[src/rtl/pwrseq_pkg.sv]
package pwrseq_pkg;
   localparam int OFS_W = 16;
   localparam int CUT_W = 8;
   localparam int FAB_W = 4;
   localparam int IFC_W = 4;
   localparam int SPC_W = 4;
   localparam int OPC_W = 4;
   localparam int DAT_W = 8;
   localparam int ENTRY_W = OFS_W + CUT_W + FAB_W + IFC_W + SPC_W + OPC_W + 2 * DAT_W;

   typedef enum logic [OPC_W-1:0] {
      OP_READ  = 4'd0,
      OP_WRITE = 4'd1,
      OP_POLL  = 4'd2,
      OP_DELAY = 4'd3,
      OP_END   = 4'd4
   } opc_e;

   typedef struct packed {
      logic [OFS_W-1:0] ofs;
      logic [CUT_W-1:0] cut_m;
      logic [FAB_W-1:0] fab_m;
      logic [IFC_W-1:0] ifc_m;
      logic [SPC_W-1:0] space;
      logic [OPC_W-1:0] opc;
      logic [DAT_W-1:0] bmask;
      logic [DAT_W-1:0] bval;
   } entry_t;
endpackage

[src/rtl/pwrseq_filter.sv]
module pwrseq_filter import pwrseq_pkg::*; (
   input  logic [CUT_W-1:0] cut_m,
   input  logic [FAB_W-1:0] fab_m,
   input  logic [IFC_W-1:0] ifc_m,
   input  logic [CUT_W-1:0] cut_ver,
   input  logic [FAB_W-1:0] fab_ver,
   input  logic [IFC_W-1:0] intf_ver,
   output logic             hit
);
   logic cut_ok, fab_ok, ifc_ok;

   assign cut_ok = |(cut_m & cut_ver);
   assign fab_ok = |(fab_m & fab_ver);
   assign ifc_ok = |(ifc_m & intf_ver);
   assign hit    = cut_ok & fab_ok & ifc_ok;
endmodule

[src/rtl/pwrseq_bitops.sv]
module pwrseq_bitops #(
   parameter int W = 8
) (
   input  logic [W-1:0] rdata,
   input  logic [W-1:0] bmask,
   input  logic [W-1:0] bval,
   output logic [W-1:0] merged,
   output logic         match
);
   logic [W-1:0] want;

   assign want   = bval & bmask;
   assign merged = (rdata & ~bmask) | want;
   assign match  = ((rdata & bmask) == want);
endmodule

[src/rtl/pwrseq_delay.sv]
module pwrseq_delay #(
   parameter int CLK_MHZ = 200,
   parameter int CNT_W   = 26
) (
   input  logic             clk,
   input  logic             rst_n,
   input  logic             start,
   input  logic [CNT_W-1:0] units,
   output logic             fin
);
   logic             run_q;
   logic [CNT_W-1:0] rem_q;
   logic             us_wrap;

   generate
      if (CLK_MHZ == 1) begin : g_direct
         assign us_wrap = 1'b1;
      end else begin : g_prescale
         localparam int PRE_W = $clog2(CLK_MHZ);
         logic [PRE_W-1:0] pre_q;
         assign us_wrap = (pre_q == PRE_W'(CLK_MHZ - 1));
         always_ff @(posedge clk or negedge rst_n) begin
            if (!rst_n)                  pre_q <= '0;
            else if (start || !run_q)    pre_q <= '0;
            else if (us_wrap)            pre_q <= '0;
            else                         pre_q <= pre_q + 1'b1;
         end
      end
   endgenerate

   always_ff @(posedge clk or negedge rst_n) begin
      if (!rst_n) begin
         run_q <= 1'b0;
         rem_q <= '0;
         fin   <= 1'b0;
      end else begin
         fin <= 1'b0;
         if (start) begin
            run_q <= 1'b1;
            rem_q <= units;
         end else if (run_q) begin
            if (rem_q == '0) begin
               run_q <= 1'b0;
               fin   <= 1'b1;
            end else if (us_wrap) begin
               rem_q <= rem_q - 1'b1;
            end
         end
      end
   end
endmodule

[src/rtl/pwr_seq_engine.sv]
module pwr_seq_engine import pwrseq_pkg::*; #(
   parameter int IDX_W       = 8,
   parameter int CLK_MHZ     = 200,
   parameter int POLL_LIMIT  = 5000,
   parameter int POLL_GAP_US = 10,
   parameter int LOCAL_SPACE = 1,
   parameter int US_CODE     = 0
) (
   input  logic               clk,
   input  logic               rst_n,
   input  logic               start,
   input  logic [CUT_W-1:0]   cut_ver,
   input  logic [FAB_W-1:0]   fab_ver,
   input  logic [IFC_W-1:0]   intf_ver,
   output logic               busy,
   output logic               done,
   output logic               pass,
   output logic [IDX_W-1:0]   tbl_addr,
   input  logic [ENTRY_W-1:0] tbl_data,
   output logic               bus_req,
   output logic               bus_we,
   output logic               bus_sel,
   output logic [OFS_W-1:0]   bus_addr,
   output logic [DAT_W-1:0]   bus_wdata,
   input  logic               bus_ack,
   input  logic [DAT_W-1:0]   bus_rdata
);
   localparam int CNT_W  = OFS_W + 10;
   localparam int PCNT_W = $clog2(POLL_LIMIT + 3) + 1;

   generate
      if (CLK_MHZ < 1) begin : g_bad_clk
         $error("CLK_MHZ must be at least 1");
      end
      if (POLL_LIMIT < 1) begin : g_bad_limit
         $error("POLL_LIMIT must be at least 1");
      end
      if (LOCAL_SPACE >= (1 << SPC_W)) begin : g_bad_space
         $error("LOCAL_SPACE does not fit the space field");
      end
      if (IDX_W < 1) begin : g_bad_idx
         $error("IDX_W must be at least 1");
      end
   endgenerate

   typedef enum logic [2:0] {
      S_IDLE, S_FETCH, S_DECODE, S_RD, S_WR, S_GAP, S_DLY, S_NEXT
   } state_t;

   state_t             st_q;
   logic [IDX_W-1:0]   idx_q;
   logic [PCNT_W-1:0]  pcnt_q;
   logic [OFS_W-1:0]   ofs_q;
   logic [SPC_W-1:0]   spc_q;
   logic [OPC_W-1:0]   opc_q;
   logic [DAT_W-1:0]   msk_q;
   logic [DAT_W-1:0]   val_q;
   logic [DAT_W-1:0]   wdat_q;
   logic               tmr_go_q;
   logic [CNT_W-1:0]   tmr_len_q;
   logic               tmr_fin;
   logic               ent_hit;
   logic [DAT_W-1:0]   merged;
   logic               poll_match;
   entry_t             cur;

   assign cur = entry_t'(tbl_data);

   pwrseq_filter u_filter (
      .cut_m    (cur.cut_m),
      .fab_m    (cur.fab_m),
      .ifc_m    (cur.ifc_m),
      .cut_ver  (cut_ver),
      .fab_ver  (fab_ver),
      .intf_ver (intf_ver),
      .hit      (ent_hit)
   );

   pwrseq_bitops #(.W(DAT_W)) u_bitops (
      .rdata  (bus_rdata),
      .bmask  (msk_q),
      .bval   (val_q),
      .merged (merged),
      .match  (poll_match)
   );

   pwrseq_delay #(.CLK_MHZ(CLK_MHZ), .CNT_W(CNT_W)) u_delay (
      .clk   (clk),
      .rst_n (rst_n),
      .start (tmr_go_q),
      .units (tmr_len_q),
      .fin   (tmr_fin)
   );

   assign busy      = (st_q != S_IDLE);
   assign tbl_addr  = idx_q;
   assign bus_req   = (st_q == S_RD) || (st_q == S_WR);
   assign bus_we    = (st_q == S_WR);
   assign bus_sel   = (spc_q == SPC_W'(LOCAL_SPACE));
   assign bus_addr  = ofs_q;
   assign bus_wdata = wdat_q;

   always_ff @(posedge clk or negedge rst_n) begin
      if (!rst_n) begin
         st_q      <= S_IDLE;
         idx_q     <= '0;
         pcnt_q    <= '0;
         ofs_q     <= '0;
         spc_q     <= '0;
         opc_q     <= '0;
         msk_q     <= '0;
         val_q     <= '0;
         wdat_q    <= '0;
         tmr_go_q  <= 1'b0;
         tmr_len_q <= '0;
         done      <= 1'b0;
         pass      <= 1'b0;
      end else begin
         done     <= 1'b0;
         tmr_go_q <= 1'b0;
         unique case (st_q)
            S_IDLE: begin
               if (start) begin
                  idx_q  <= '0;
                  pcnt_q <= '0;
                  st_q   <= S_FETCH;
               end
            end
            S_FETCH: st_q <= S_DECODE;
            S_DECODE: begin
               ofs_q <= cur.ofs;
               spc_q <= cur.space;
               opc_q <= cur.opc;
               msk_q <= cur.bmask;
               val_q <= cur.bval;
               if (!ent_hit) begin
                  st_q <= S_NEXT;
               end else begin
                  case (cur.opc)
                     OP_WRITE, OP_POLL: st_q <= S_RD;
                     OP_DELAY: begin
                        tmr_go_q  <= 1'b1;
                        tmr_len_q <= (cur.bval == DAT_W'(US_CODE)) ? CNT_W'(cur.ofs)
                                     : CNT_W'(cur.ofs) * CNT_W'(1000);
                        st_q      <= S_DLY;
                     end
                     OP_END: begin
                        done <= 1'b1;
                        pass <= 1'b1;
                        st_q <= S_IDLE;
                     end
                     default: st_q <= S_NEXT;
                  endcase
               end
            end
            S_RD: begin
               if (bus_ack) begin
                  if (opc_q == OP_WRITE) begin
                     wdat_q <= merged;
                     st_q   <= S_WR;
                  end else begin
                     pcnt_q <= pcnt_q + 1'b1;
                     if (pcnt_q > PCNT_W'(POLL_LIMIT)) begin
                        done <= 1'b1;
                        pass <= 1'b0;
                        st_q <= S_IDLE;
                     end else if (poll_match) begin
                        st_q <= S_NEXT;
                     end else begin
                        tmr_go_q  <= 1'b1;
                        tmr_len_q <= CNT_W'(POLL_GAP_US);
                        st_q      <= S_GAP;
                     end
                  end
               end
            end
            S_WR:   if (bus_ack) st_q <= S_NEXT;
            S_GAP:  if (tmr_fin) st_q <= S_RD;
            S_DLY:  if (tmr_fin) st_q <= S_NEXT;
            S_NEXT: begin
               idx_q <= idx_q + 1'b1;
               st_q  <= S_FETCH;
            end
            default: st_q <= S_IDLE;
         endcase
      end
   end
endmodule

[config.mk]
export PLATFORM = sky130hd
export DESIGN_NAME = pwr_seq_engine
export DESIGN_NICKNAME = d
export VERILOG_FILES = /design/src/rtl/pwrseq_pkg.sv /design/src/rtl/pwrseq_filter.sv /design/src/rtl/pwrseq_bitops.sv /design/src/rtl/pwrseq_delay.sv /design/src/rtl/pwr_seq_engine.sv
export SDC_FILE = /design/constraint.sdc
export NUM_CORES = 1
export LEC_CHECK = 0
export BUFFER_PORTS_ARGS = -buffer_cell sky130_fd_sc_hd__buf_4
export CAP_MARGIN = 40
export CORE_UTILIZATION = 45
export DETAILED_ROUTE_END_ITERATION = 8
export HOLD_SLACK_MARGIN = 0.1
export SETUP_SLACK_MARGIN = 0.5
export SLEW_MARGIN = 20
export SYNTH_ARGS = -nofsm -noshare
export SYNTH_HDL_FRONTEND = slang
export SYNTH_HIERARCHICAL = 1
export SYNTH_SLANG_ARGS = --single-unit
[constraint.sdc]
create_clock -name clk -period 4.1 [get_ports clk]
set_input_delay 0 -clock clk [delete_from_list [all_inputs] [get_ports clk]]
set_output_delay 0 -clock clk [all_outputs]
set_load 0.02 [all_outputs]
==> summary.json, run 1 <==
{
  "reg2regPathDepth": 5,
  "crit_path_cell_trace": "dlygate4sd3_1 > buf_4 > ha_1 > fa_1 > inv_1 > fa_1 > ha_1 > ha_1 > and4_1 > nor2b_2 > nand3_1 > a21oi_2 > or4_1 > a32o_1",
  "area_delta_synth_final_pct": 28.5,
  "synth_enable_flop_cells": 0,
  "timing.hold.worst.class": "in -> reg",
  "tightest_slew_ns": 0.769,
  "setup_viol": 0,
  "yosys_warnings": 6,
  "route.layer.met1.wl_um": 11600,
  "synthArstFlopShare": 1.00,
  "syn_nets": 1227,
  "detailedRoute.firstPassIterationCount": 5,
  "design.core.area_um2": 21000,
  "post_synth_num_cell_types": 74,
  "wire_per_inst_um": 15.8,
  "vias": 7990,
  "largest_net_degree_at_the_start_of_global_routing": 65,
  "grt_pass1_wl_um": 40100,
  "powerDensity_nw_per_um2": 685,
  "cts-buffers-inserted": 17,
  "setup_repair_after_global_routing_missed_its_margin": "true",
  "route.met2.wl_um": 11200,
  "routed_wirelength_um": 23700,
  "route.antenna.remaining_nets": 0,
  "fp.dieArea_um2": 21900,
  "setup-tns-final_ns": 0,
  "overflow": 0,
  "grt_pass1_vias": 7911,
  "total_power_mw": 8.43,
  "die_y_um": 148,
  "worst-path-buf-inv": 3,
  "critical_path_peak_fanout": 6,
  "cts-htree-levels": 4,
  "number_of_core_rows": 53,
  "max_freq_ghz": 0.279,
  "top_flip_flop_cell_by_instance_count_after_synthesis": "dfrtp_1",
  "most_frequent_cells_in_the_layout": "nand2_1 (169), buf_4 (148), dfrtp_1 (138)",
  "slowest_stage": "dlygate4sd3_1",
  "fin_crit_ns": 3.59,
  "max_cap_viol_count": 0,
  "critical-path-top-delay-family": "adder cells",
  "maxSlewViolCount": 0,
  "antenna_cells_inserted": 0,
  "drive_above_1_share": 0.214,
  "whs_path_depth": 4,
  "finClkSkew_ns": 0.0156,
  "clock_tree_from_tritoncts": "done",
  "synthesis.area_per_instance_um2": 9.28,
  "syn-cell-area_um2": 9580,
  "antenna_found_initial": 0,
  "cp.arrival_ns": 3.90,
  "run_status": "completed",
  "timing.critical_path.slowest_cell_delay_ns": 0.54,
  "fillCellCount": 1873,
  "fin_worst_hold_slack_ns": 0.103,
  "synth_cells": 1032,
  "max-slew-margin-rel": 0.487,
  "final.period_utilization": 0.875,
  "initial_core_util": 0.457,
  "hold_violations": 0,
  "half_perimeter_wire_length_of_the_detailed_placement_result_um": 17300,
  "peakVddDrop_v": 0.000326,
  "critical_path_depth": 14,
  "layout.nets": 1409,
  "reg2reg_slack_ns": 1.28,
  "most_common_cell_after_layout_fill_and_taps_aside": "nand2_1",
  "route.detailed.drc": 0,
  "gp_routability_congestion": 0.816,
  "register_area_share_after_synthesis": 0.361,
  "leakagePower_nw": 5.81,
  "wl_met3_um": 673,
  "maxUsedRoutingLayer": "met4",
  "drt_first_iter_violations": 434,
  "crit_required_ns": 4.41,
  "portBuffers": 121,
  "insertion_delay_ns": 0.43,
  "clockRootBuffer": "clkbuf_16",
  "worst_path_most_repeated_cell": "ha_1",
  "gr-usage-all-layers": 0.230,
  "path_clk_slew_ns": 0.06,
  "post_drt_via_cell_ratio": 5.32,
  "synth.ff_latch_count": 138,
  "die_w_um": 148,
  "critical_path.startpoint_type": "input pin",
  "worst-setup-path-type": "in -> reg",
  "cts_buffer_depth": 2,
  "clock-sinks": 138,
  "critical_path.endpoint_type": "register",
  "ioPinCount": 122
}
## final timing paths
check,startpoint,end
max in group asynchronous,rst_n,u_delay/g_prescale.pre_q[7]
setup reg to reg,st_q[1],tmr_len_q[2]
hold / removal,tbl_data[46],bus_addr[6]
min in group asynchronous,rst_n,u_delay/rem_q[22]
setup / recovery,tbl_data[55],tmr_len_q[24]
hold reg to reg,u_delay/g_prescale.pre_q[0],u_delay/g_prescale.pre_q[0]
## metrics by stage
stage,std cells,cell area (um^2),worst slack [ns],utilization
3_5_place_dp,1411,11000,0.0336,0.524
3_3_place_gp,1410,11000,0.131,0.524
5_1_grt,1501,12300,0.422,0.587
2_1_floorplan,1032,9750,0.422,-
4_1_cts,1493,12100,0.517,0.578
6_report,1501,12300,0.511,0.587
## Yosys cell counts (3+ instances only)
master | number | share of area
nor3b_1 | 4 | 0.0031
xnor2_1 | 14 | 0.013
dfrtp_1 | 138 | 0.36
mux2i_1 | 10 | 0.010
o22ai_1 | 5 | 0.0033
a22o_1 | 7 | 0.0064
a211oi_1 | 6 | 0.0047
or2_2 | 3 | 0.0020
a32oi_1 | 4 | 0.0037
nor4_1 | 14 | 0.0091
a221oi_1 | 3 | 0.0027
mux2_2 | 18 | 0.021
fa_1 | 54 | 0.11
nor2_1 | 69 | 0.027
ha_1 | 57 | 0.074
inv_1 | 95 | 0.037
xor2_1 | 26 | 0.024
o21bai_1 | 3 | 0.0024
a221o_1 | 3 | 0.0031
and2_1 | 3 | 0.0020
nor4b_1 | 4 | 0.0037
o31ai_1 | 9 | 0.0071
or3_1 | 11 | 0.0072
o21a_1 | 6 | 0.0047
nand2_1 | 172 | 0.067
and4_1 | 5 | 0.0046
a21oi_1 | 45 | 0.024
clkbuf_1 | 29 | 0.011
and3_1 | 10 | 0.0065
o211ai_1 | 8 | 0.0063
nand4_1 | 14 | 0.0091
nand3_1 | 26 | 0.014
buf_2 | 5 | 0.0026
o21ai_0 | 54 | 0.028
nor3_1 | 15 | 0.0078
o311ai_0 | 7 | 0.0064
a31oi_1 | 6 | 0.0039
nand3b_1 | 4 | 0.0031
nor2b_1 | 4 | 0.0026
a22oi_1 | 6 | 0.0047
nand2b_1 | 8 | 0.0052
or4_1 | 3 | 0.0024
a21o_1 | 7 | 0.0055
## cell type report
class / count / area, um^2 / area share
clock buffer: 17 / 425 / 0.0346
inverter: 95 / 390 / 0.0317
sequential: 138 / 3450 / 0.281
multi-input combinational: 762 / 5880 / 0.478
tap: 275 / 344 / 0.0280
timing repair buffer: 200 / 1630 / 0.132
clock inverter: 14 / 184 / 0.0149
## worst min-delay path, stage by stage
cell and delay [ns]:
buf_4 0.13, clkinvlp_4 0.11, buf_4 0.15, o21ai_0 0.08
## sequential cells by signal, summed over array words and instances, names as in the netlist
name                      flops
bus_addr                     16
bus_wdata                     8
done                          1
msk_q                         8
opc_q                         4
pass                          1
pcnt_q                       14
spc_q                         4
st_q                          3
tbl_addr                      8
tmr_go_q                      1
tmr_len_q                    26
u_delay/fin                   1
u_delay/g_prescale.pre_q      8
u_delay/rem_q                26
u_delay/run_q                 1
val_q                         8
## timing repair
action                                  in CTS  in global routing
hold endpoints to repair                   130                  0
hold buffers                                50                  0
buffers inserted                             1                  8
endpoints found under the setup margin       1                 12
pin swaps                                    0                 18
resized for setup                            0                 27
## layer usage
| metal | global-route usage | up-vias |
|---|---|---|
| met1 | 0.326 | 3901 |
| met2 | 0.366 | 123 |
| met3 | 0.0395 | 14 |
| li1 | - | 3952 |
| met4 | 0.0531 | 0 |
| met5 | 0 | - |
## power breakdown
part	internal [mW]	leakage, nW	total [mW]	switching, mW
clock network	0.968	0.292	1.62	0.650
registers	1.83	1.79	2.27	0.440
logic	2.00	3.73	4.54	2.54
## cells by family after synthesis
logic type / Yosys count / share of synthesized area
compound gates: 201 / 0.139
xor+xnor: 40 / 0.0366
fa+ha+maj: 111 / 0.187
buf+inv: 132 / 0.0543
flops: 138 / 0.361
mux: 28 / 0.0316
simple gates: 382 / 0.191
(Power assumes the default switching activity.)
==> inputs of run 2 (changes only) <==
--- a/config.mk
+++ b/config.mk
@@ -10,6 +10,7 @@
 export CORE_UTILIZATION = 45
 export DETAILED_ROUTE_END_ITERATION = 8
 export HOLD_SLACK_MARGIN = 0.1
+export PLACE_DENSITY = 0.63
 export SETUP_SLACK_MARGIN = 0.5
 export SLEW_MARGIN = 20
 export SYNTH_ARGS = -nofsm -noshare
==> summary.json, run 2 (same netlist as run 1, synthesis figures left out) <==
{
  "layout.nets": {"value": 1414, "change": "+0.35%"},
  "fp.dieArea": {"value": 21900, "unit": "um^2", "change": "unchanged"},
  "crit_required": {"value": 4.39, "unit": "ns", "change": "-0.02 ns"},
  "cts_buffer_depth": {"value": 2, "change": "unchanged"},
  "area_delta_synth_final_pct": 29.2,
  "finClkSkew": {"value": 0.0191, "unit": "ns", "change": "+0.00358 ns"},
  "timing.hold.worst.class": "in -> reg",
  "max-slew-margin-rel": {"value": 0.506, "change": "+0.0187"},
  "worst-setup-path-type": "in -> reg",
  "overflow": {"value": 0, "change": "unchanged"},
  "gr-usage-all-layers": {"value": 0.226, "change": "-0.00386"},
  "placed_area": {"value": 11000, "unit": "um^2", "change": "-0.14%"},
  "finalWorstSetupSlack": {"value": 0.544, "unit": "ns", "change": "+0.0337 ns"},
  "cp.arrival": {"value": 3.85, "unit": "ns", "change": "-0.05 ns"},
  "leakagePower": {"value": 5.85, "unit": "nW", "change": "+0.63%"},
  "finalCoreUtilization": {"value": 0.591, "change": "+0.00317"},
  "number_of_core_rows": {"value": 53, "change": "unchanged"},
  "insertion_delay": {"value": 0.43, "unit": "ns", "change": "about the same"},
  "final.period_utilization": {"value": 0.867, "change": "-0.00822"},
  "setup-tns-final": {"value": 0, "unit": "ns", "change": "unchanged"},
  "hold_violations": {"value": 0, "change": "unchanged"},
  "half_perimeter_wire_length_of_the_detailed_placement_result": {"value": 17000, "unit": "um", "change": "-1.7%"},
  "critical_path.endpoint_type": "register",
  "drive_above_1_share": {"value": 0.216, "change": "+0.00238"},
  "antenna_found_initial": {"value": 0, "change": "unchanged"},
  "tightest_slew": {"value": 0.741, "unit": "ns", "change": "-0.0280 ns"},
  "clock_tree_from_tritoncts": "done",
  "run_status": "completed",
  "critical_path.startpoint_type": "input pin",
  "cts-buffers-inserted": {"value": 17, "change": "unchanged"},
  "fin_worst_hold_slack": {"value": 0.0958, "unit": "ns", "change": "-0.00730 ns"},
  "ioPinCount": {"value": 122, "change": "unchanged"},
  "path_clk_slew": {"value": 0.06, "unit": "ns", "change": "about the same"},
  "wire_per_inst": {"value": 15.7, "unit": "um", "change": "-0.45%"},
  "grt_pass1_vias": {"value": 7825, "change": "-1.1%"},
  "detailedRoute.firstPassIterationCount": {"value": 6, "change": "+1"},
  "max_cap_viol_count": {"value": 0, "change": "unchanged"},
  "vias": {"value": 7947, "change": "-0.54%"},
  "route.antenna.remaining_nets": {"value": 0, "change": "unchanged"},
  "largest_net_degree_at_the_start_of_global_routing": {"value": 67, "change": "+3.1%"},
  "die_w": {"value": 148, "unit": "um", "change": "unchanged"},
  "clock-sinks": {"value": 138, "change": "unchanged"},
  "post_drt_via_cell_ratio": {"value": 5.28, "change": "-0.87%"},
  "initial_core_util": {"value": 0.457, "change": "unchanged"},
  "drt_first_iter_violations": {"value": 454, "change": "+4.6%"},
  "routed_wirelength": {"value": 23700, "unit": "um", "change": "-0.11%"},
  "die_y": {"value": 148, "unit": "um", "change": "unchanged"},
  "route.detailed.drc": {"value": 0, "change": "unchanged"},
  "fin_crit": {"value": 3.56, "unit": "ns", "change": "-0.0337 ns"},
  "setup_viol": {"value": 0, "change": "unchanged"},
  "grt_pass1_wl": {"value": 39000, "unit": "um", "change": "-2.6%"},
  "antenna_cells_inserted": {"value": 0, "change": "unchanged"},
  "portBuffers": {"value": 121, "change": "unchanged"},
  "gp_routability_congestion": {"value": 0.814, "change": "-0.23%"},
  "peakVddDrop": {"value": 0.000543, "unit": "V", "change": "+66%"},
  "most_frequent_cells_in_the_layout": "nand2_1 (169), buf_4 (149), dfrtp_1 (138)",
  "clockRootBuffer": "clkbuf_16",
  "cts-htree-levels": {"value": 4, "change": "unchanged"},
  "max_freq": {"value": 0.281, "unit": "GHz", "change": "+0.95%"},
  "most_common_cell_after_layout_fill_and_taps_aside": "nand2_1",
  "setup_repair_after_global_routing_missed_its_margin": "false",
  "powerDensity": {"value": 686, "unit": "nW/um^2", "change": "+0.14%"},
  "design.core.area": {"value": 21000, "unit": "um^2", "change": "unchanged"},
  "critical_path_peak_fanout": {"value": 5, "change": "-1"},
  "final_area": {"value": 12400, "unit": "um^2", "change": "+0.54%"},
  "placement.setup.worst_slack": {"value": 0.0396, "unit": "ns", "change": "+0.00597 ns"},
  "maxSlewViolCount": {"value": 0, "change": "unchanged"}
}
[run 2: changes by cell type in the layout (fill, tap and decap cells not counted), moves of 2 or more]
cell	delta
o21ai_0	+2
clkinv_2	+2
fa_2	+4
inv_6	-4
clkinv_4	-2
fa_1	-4
o21ai_1	-2
bufinv_16	+3
dlygate4sd3_1	+4
[run 2: power by group]
part           switching [mW]  internal, mW  leakage [nW]  total, mW
Sequential              0.444          1.83          1.79       2.28
Combinational            2.46          1.99          3.74       4.44
Clock                   0.622          1.14         0.322       1.77
Total                    3.52          4.96          5.85       8.49
[run 2: cell type report]
cell class,instances,area (um^2)
Fill cell,1846,8580
Multi-Input combinational cell,762,5840
Sequential cell,138,3450
Timing Repair Buffer,205,1680
Clock buffer,17,425
Inverter,95,390
Tap cell,275,344
Clock inverter,14,243
[run 2: stage by stage]
stage	std cells	power, mW
after global routing	1506	9.16
after floorplan	1032	5.34
after global placement	1408	6.38
after CTS	1495	8.30
after detailed placement	1409	6.44
final	1506	8.49
[run 2: repair_timing]
action,4_1_cts,5_1_grt
hold endpoints to repair,138,0
hold buffers,54,0
endpoints found under the setup margin,1,14
resized for setup,0,23
setup buffers,1,11
pin swaps,0,24
[run 2: routing by layer]
| metal | GRT usage | wire length (um) | vias to the layer above |
|---|---|---|---|
| li1 | - | - | 3959 |
| met3 | 0.0407 | 732 | 23 |
| met1 | 0.307 | 11300 | 3837 |
| met4 | 0.0742 | 354 | 0 |
| met2 | 0.364 | 11300 | 128 |
| met5 | 0 | 0 | - |
[run 2: worst max-delay path, cell delays in order]
cell	delay [ns]
buf_4	0.13
fa_1	0.52
fa_1	0.52
inv_1	0.05
fa_1	0.48
fa_1	0.52
inv_1	0.07
ha_4	0.27
a21o_1	0.19
a21oi_2	0.26
a21oi_1	0.12
or3b_2	0.45
a21oi_1	0.15
o21ai_0	0.10
[run 2: final timing paths]
kind / startpoint / endpoint / cells after the start / slack [ns]
max in group asynchronous: rst_n / spc_q[2] / 3 / 2.97
worst min-delay path: tbl_data[47] / bus_addr[7] / 4 / 0.1
min in group asynchronous: rst_n / u_delay/g_prescale.pre_q[5] / 2 / 0.14
worst max register to register: st_q[1] / tmr_len_q[2] / 5 / 1.29
worst max-delay path: tbl_data[41] / tmr_len_q[13] / 14 / 0.54
worst min register to register: u_delay/g_prescale.pre_q[0] / u_delay/g_prescale.pre_q[0] / 1 / 0.47
==> inputs of run 3 (changes only) <==
--- a/config.mk
+++ b/config.mk
@@ -11,6 +11,7 @@
 export DETAILED_ROUTE_END_ITERATION = 8
 export HOLD_SLACK_MARGIN = 0.1
 export PLACE_DENSITY = 0.63
+export RECOVER_POWER = 50
 export SETUP_SLACK_MARGIN = 0.5
 export SLEW_MARGIN = 20
 export SYNTH_ARGS = -nofsm -noshare
==> summary.json, run 3 (same netlist as run 1, synthesis figures left out) <==
{
  "finalCoreUtilization": {"value": 0.584, "change": "-0.00615"},
  "crit_required": {"value": 4.39, "unit": "ns", "change": "about the same"},
  "netSwitchingPower": {"value": 3.52, "unit": "mW", "change": "about the same"},
  "comb_power_share": {"value": 0.517, "change": "-0.007"},
  "slowest_stage": "fa_1",
  "gr-usage-all-layers": {"value": 0.226, "change": "unchanged"},
  "critical_path_peak_fanout": {"value": 5, "change": "unchanged"},
  "die_w": {"value": 148, "unit": "um", "change": "unchanged"},
  "initial_core_util": {"value": 0.457, "change": "unchanged"},
  "drive_above_1_share": {"value": 0.188, "change": "-0.0284"},
  "timing.critical_path.slowest_cell_delay": {"value": 0.52, "unit": "ns", "change": "about the same"},
  "max-slew-margin-rel": {"value": -1.04, "change": "-1.55"},
  "wire_per_inst": {"value": 15.7, "unit": "um", "change": "about the same"},
  "grt_pass1_vias": {"value": 7825, "change": "unchanged"},
  "routed_wirelength": {"value": 23700, "unit": "um", "change": "about the same"},
  "tightest_slew": {"value": 3.06, "unit": "ns", "change": "+2.32 ns"},
  "placed_area": {"value": 11000, "unit": "um^2", "change": "unchanged"},
  "antenna_cells_inserted": {"value": 0, "change": "unchanged"},
  "max_freq": {"value": 0.282, "unit": "GHz", "change": "+0.13%"},
  "detailedRoute.firstPassIterationCount": {"value": 5, "change": "-1"},
  "most_frequent_cells_in_the_layout": "nand2_1 (169), dfrtp_1 (138), buf_4 (115)",
  "total_power": {"value": 8.37, "unit": "mW", "change": "-1.4%"},
  "crit_path_cell_trace": "buf_4 > fa_1 > fa_1 > inv_1 > fa_1 > fa_1 > inv_1 > ha_4 > a21o_1 > a21oi_2 > a21oi_1 > or3b_2 > a21oi_1 > o21ai_0",
  "grt_pass1_wl": {"value": 39000, "unit": "um", "change": "unchanged"},
  "ioPinCount": {"value": 122, "change": "unchanged"},
  "fin_worst_hold_slack": {"value": 0.0957, "unit": "ns", "change": "-0.0000923 ns"},
  "reg2reg_slack": {"value": 1.29, "unit": "ns", "change": "about the same"},
  "cts_buffer_depth": {"value": 2, "change": "unchanged"},
  "final_area": {"value": 12200, "unit": "um^2", "change": "-1.0%"},
  "finClkSkew": {"value": 0.0222, "unit": "ns", "change": "+0.00309 ns"},
  "antenna_found_initial": {"value": 0, "change": "unchanged"},
  "violations": "capacitance limit, slew limit",
  "clock_tree_from_tritoncts": "done",
  "cts-buffers-inserted": {"value": 17, "change": "unchanged"},
  "peakVddDrop": {"value": 0.000507, "unit": "V", "change": "-6.6%"},
  "setup_viol": {"value": 0, "change": "unchanged"},
  "insertion_delay": {"value": 0.43, "unit": "ns", "change": "about the same"},
  "route.detailed.drc": {"value": 0, "change": "unchanged"},
  "critical_path.startpoint_type": "input pin",
  "dp.cells": {"value": 1409, "change": "unchanged"},
  "overflow": {"value": 0, "change": "unchanged"},
  "netSwitchingFraction": {"value": 0.421, "change": "+0.00608"},
  "vias": {"value": 7957, "change": "+0.13%"},
  "post_drt_via_cell_ratio": {"value": 5.28, "change": "+0.13%"},
  "worst_path_most_repeated_cell": "fa_1",
  "most_common_cell_after_layout_fill_and_taps_aside": "nand2_1",
  "final.period_utilization": {"value": 0.866, "change": "-0.00112"},
  "path_clk_slew": {"value": 0.06, "unit": "ns", "change": "about the same"},
  "gp_routability_congestion": {"value": 0.814, "change": "unchanged"},
  "cts-htree-levels": {"value": 4, "change": "unchanged"},
  "route.antenna.remaining_nets": {"value": 0, "change": "unchanged"},
  "clock-sinks": {"value": 138, "change": "unchanged"},
  "half_perimeter_wire_length_of_the_detailed_placement_result": {"value": 17000, "unit": "um", "change": "unchanged"},
  "clockRootBuffer": "clkbuf_16",
  "cp.arrival": {"value": 3.84, "unit": "ns", "change": "about the same"},
  "setup-tns-final": {"value": 0, "unit": "ns", "change": "unchanged"},
  "number_of_core_rows": {"value": 53, "change": "unchanged"},
  "drt_first_iter_violations": {"value": 440, "change": "-3.1%"},
  "worst-setup-path-type": "in -> reg",
  "worst-path-buf-inv": {"value": 3, "change": "unchanged"},
  "leakagePower": {"value": 5.71, "unit": "nW", "change": "-2.4%"},
  "finalWorstSetupSlack": {"value": 0.549, "unit": "ns", "change": "+0.00460 ns"},
  "seqPwrFrac": {"value": 0.272, "change": "+0.004"},
  "design.core.area": {"value": 21000, "unit": "um^2", "change": "unchanged"},
  "max_cap_viol_count": {"value": 1, "change": "+1"},
  "maxSlewViolCount": {"value": 67, "change": "+67"},
  "run_status": "finished with violations",
  "layout.nets": {"value": 1414, "change": "unchanged"},
  "die_y": {"value": 148, "unit": "um", "change": "unchanged"},
  "fp.dieArea": {"value": 21900, "unit": "um^2", "change": "unchanged"},
  "power.clock.fraction": {"value": 0.211, "change": "+0.003"},
  "setup_repair_after_global_routing_missed_its_margin": "false",
  "hold_violations": {"value": 0, "change": "unchanged"},
  "critical_path.endpoint_type": "register",
  "fin_crit": {"value": 3.55, "unit": "ns", "change": "-0.00460 ns"},
  "timing.hold.worst.class": "in -> reg",
  "placement.setup.worst_slack": {"value": 0.0396, "unit": "ns", "change": "unchanged"},
  "largest_net_degree_at_the_start_of_global_routing": {"value": 67, "change": "unchanged"},
  "internal_power": {"value": 4.84, "unit": "mW", "change": "-2.4%"},
  "critical-path-top-delay-family": "adder cells",
  "portBuffers": {"value": 121, "change": "unchanged"},
  "fin_cells": {"value": 1506, "change": "unchanged"},
  "area_delta_synth_final_pct": 27.8,
  "powerDensity": {"value": 683, "unit": "nW/um^2", "change": "-0.35%"}
}
-- run 3: cell types whose count changed in the layout (fill, tap and decap cells not counted) --
cell,change
buf_4,-34
clkbuf_1,+34
and2_0,+1
and2_1,-1
buf_6,-1
clkdlybuf4s25_1,+1
-- run 3: cell type report --
cell class              count  area (um^2)
repair buffers            205         1550
clock buffers              17          425
clock inverters            14          243
well taps                 275          344
inverters                  95          390
flip-flops and latches    138         3450
fillers                  1886         8710
multi-input cells         762         5840
-- run 3: final timing paths --
path / from / endpoint / cells after the start
setup / recovery: tbl_data[41] / tmr_len_q[13] / 14
hold / removal: tbl_data[47] / bus_addr[7] / 4
setup reg to reg: st_q[1] / tmr_len_q[2] / 5
hold reg to reg: u_delay/g_prescale.pre_q[0] / u_delay/g_prescale.pre_q[0] / 1
max in group asynchronous: rst_n / spc_q[2] / 3
min in group asynchronous: rst_n / u_delay/g_prescale.pre_q[5] / 2
-- run 3: power by group through the flow --
stage / registers, mW / logic (mW) / clock network [mW]
4_1_cts: 2.27 / 4.22 / 1.80
3_3_place_gp: 2.28 / 4.11 / 0
6_report: 2.27 / 4.33 / 1.77
2_1_floorplan: 2.32 / 3.02 / 0
5_1_grt: 2.35 / 4.83 / 1.85
3_5_place_dp: 2.28 / 4.16 / 0
-- run 3: repair_timing --
item	4_1_cts	5_1_grt
hold buffers	54	0
gates resized for setup	0	23
endpoints found under the hold margin	138	0
cloned	0	0
setup buffers	1	11
pin swaps	0	24
endpoints found under the setup margin	1	14
-- run 3: per-layer routing --
metal | share of wire | vias up | GRT usage
met5 | 0 | - | 0
met4 | 0.015 | 0 | 0.0742
met3 | 0.027 | 27 | 0.0407
met2 | 0.48 | 126 | 0.364
met1 | 0.48 | 3851 | 0.307
li1 | - | 3953 | -
-- run 3: tightest hold or removal path, cell delays in order --
cell	delay, ns
buf_4	0.13
clkinvlp_4	0.11
buf_4	0.14
o21ai_0	0.09
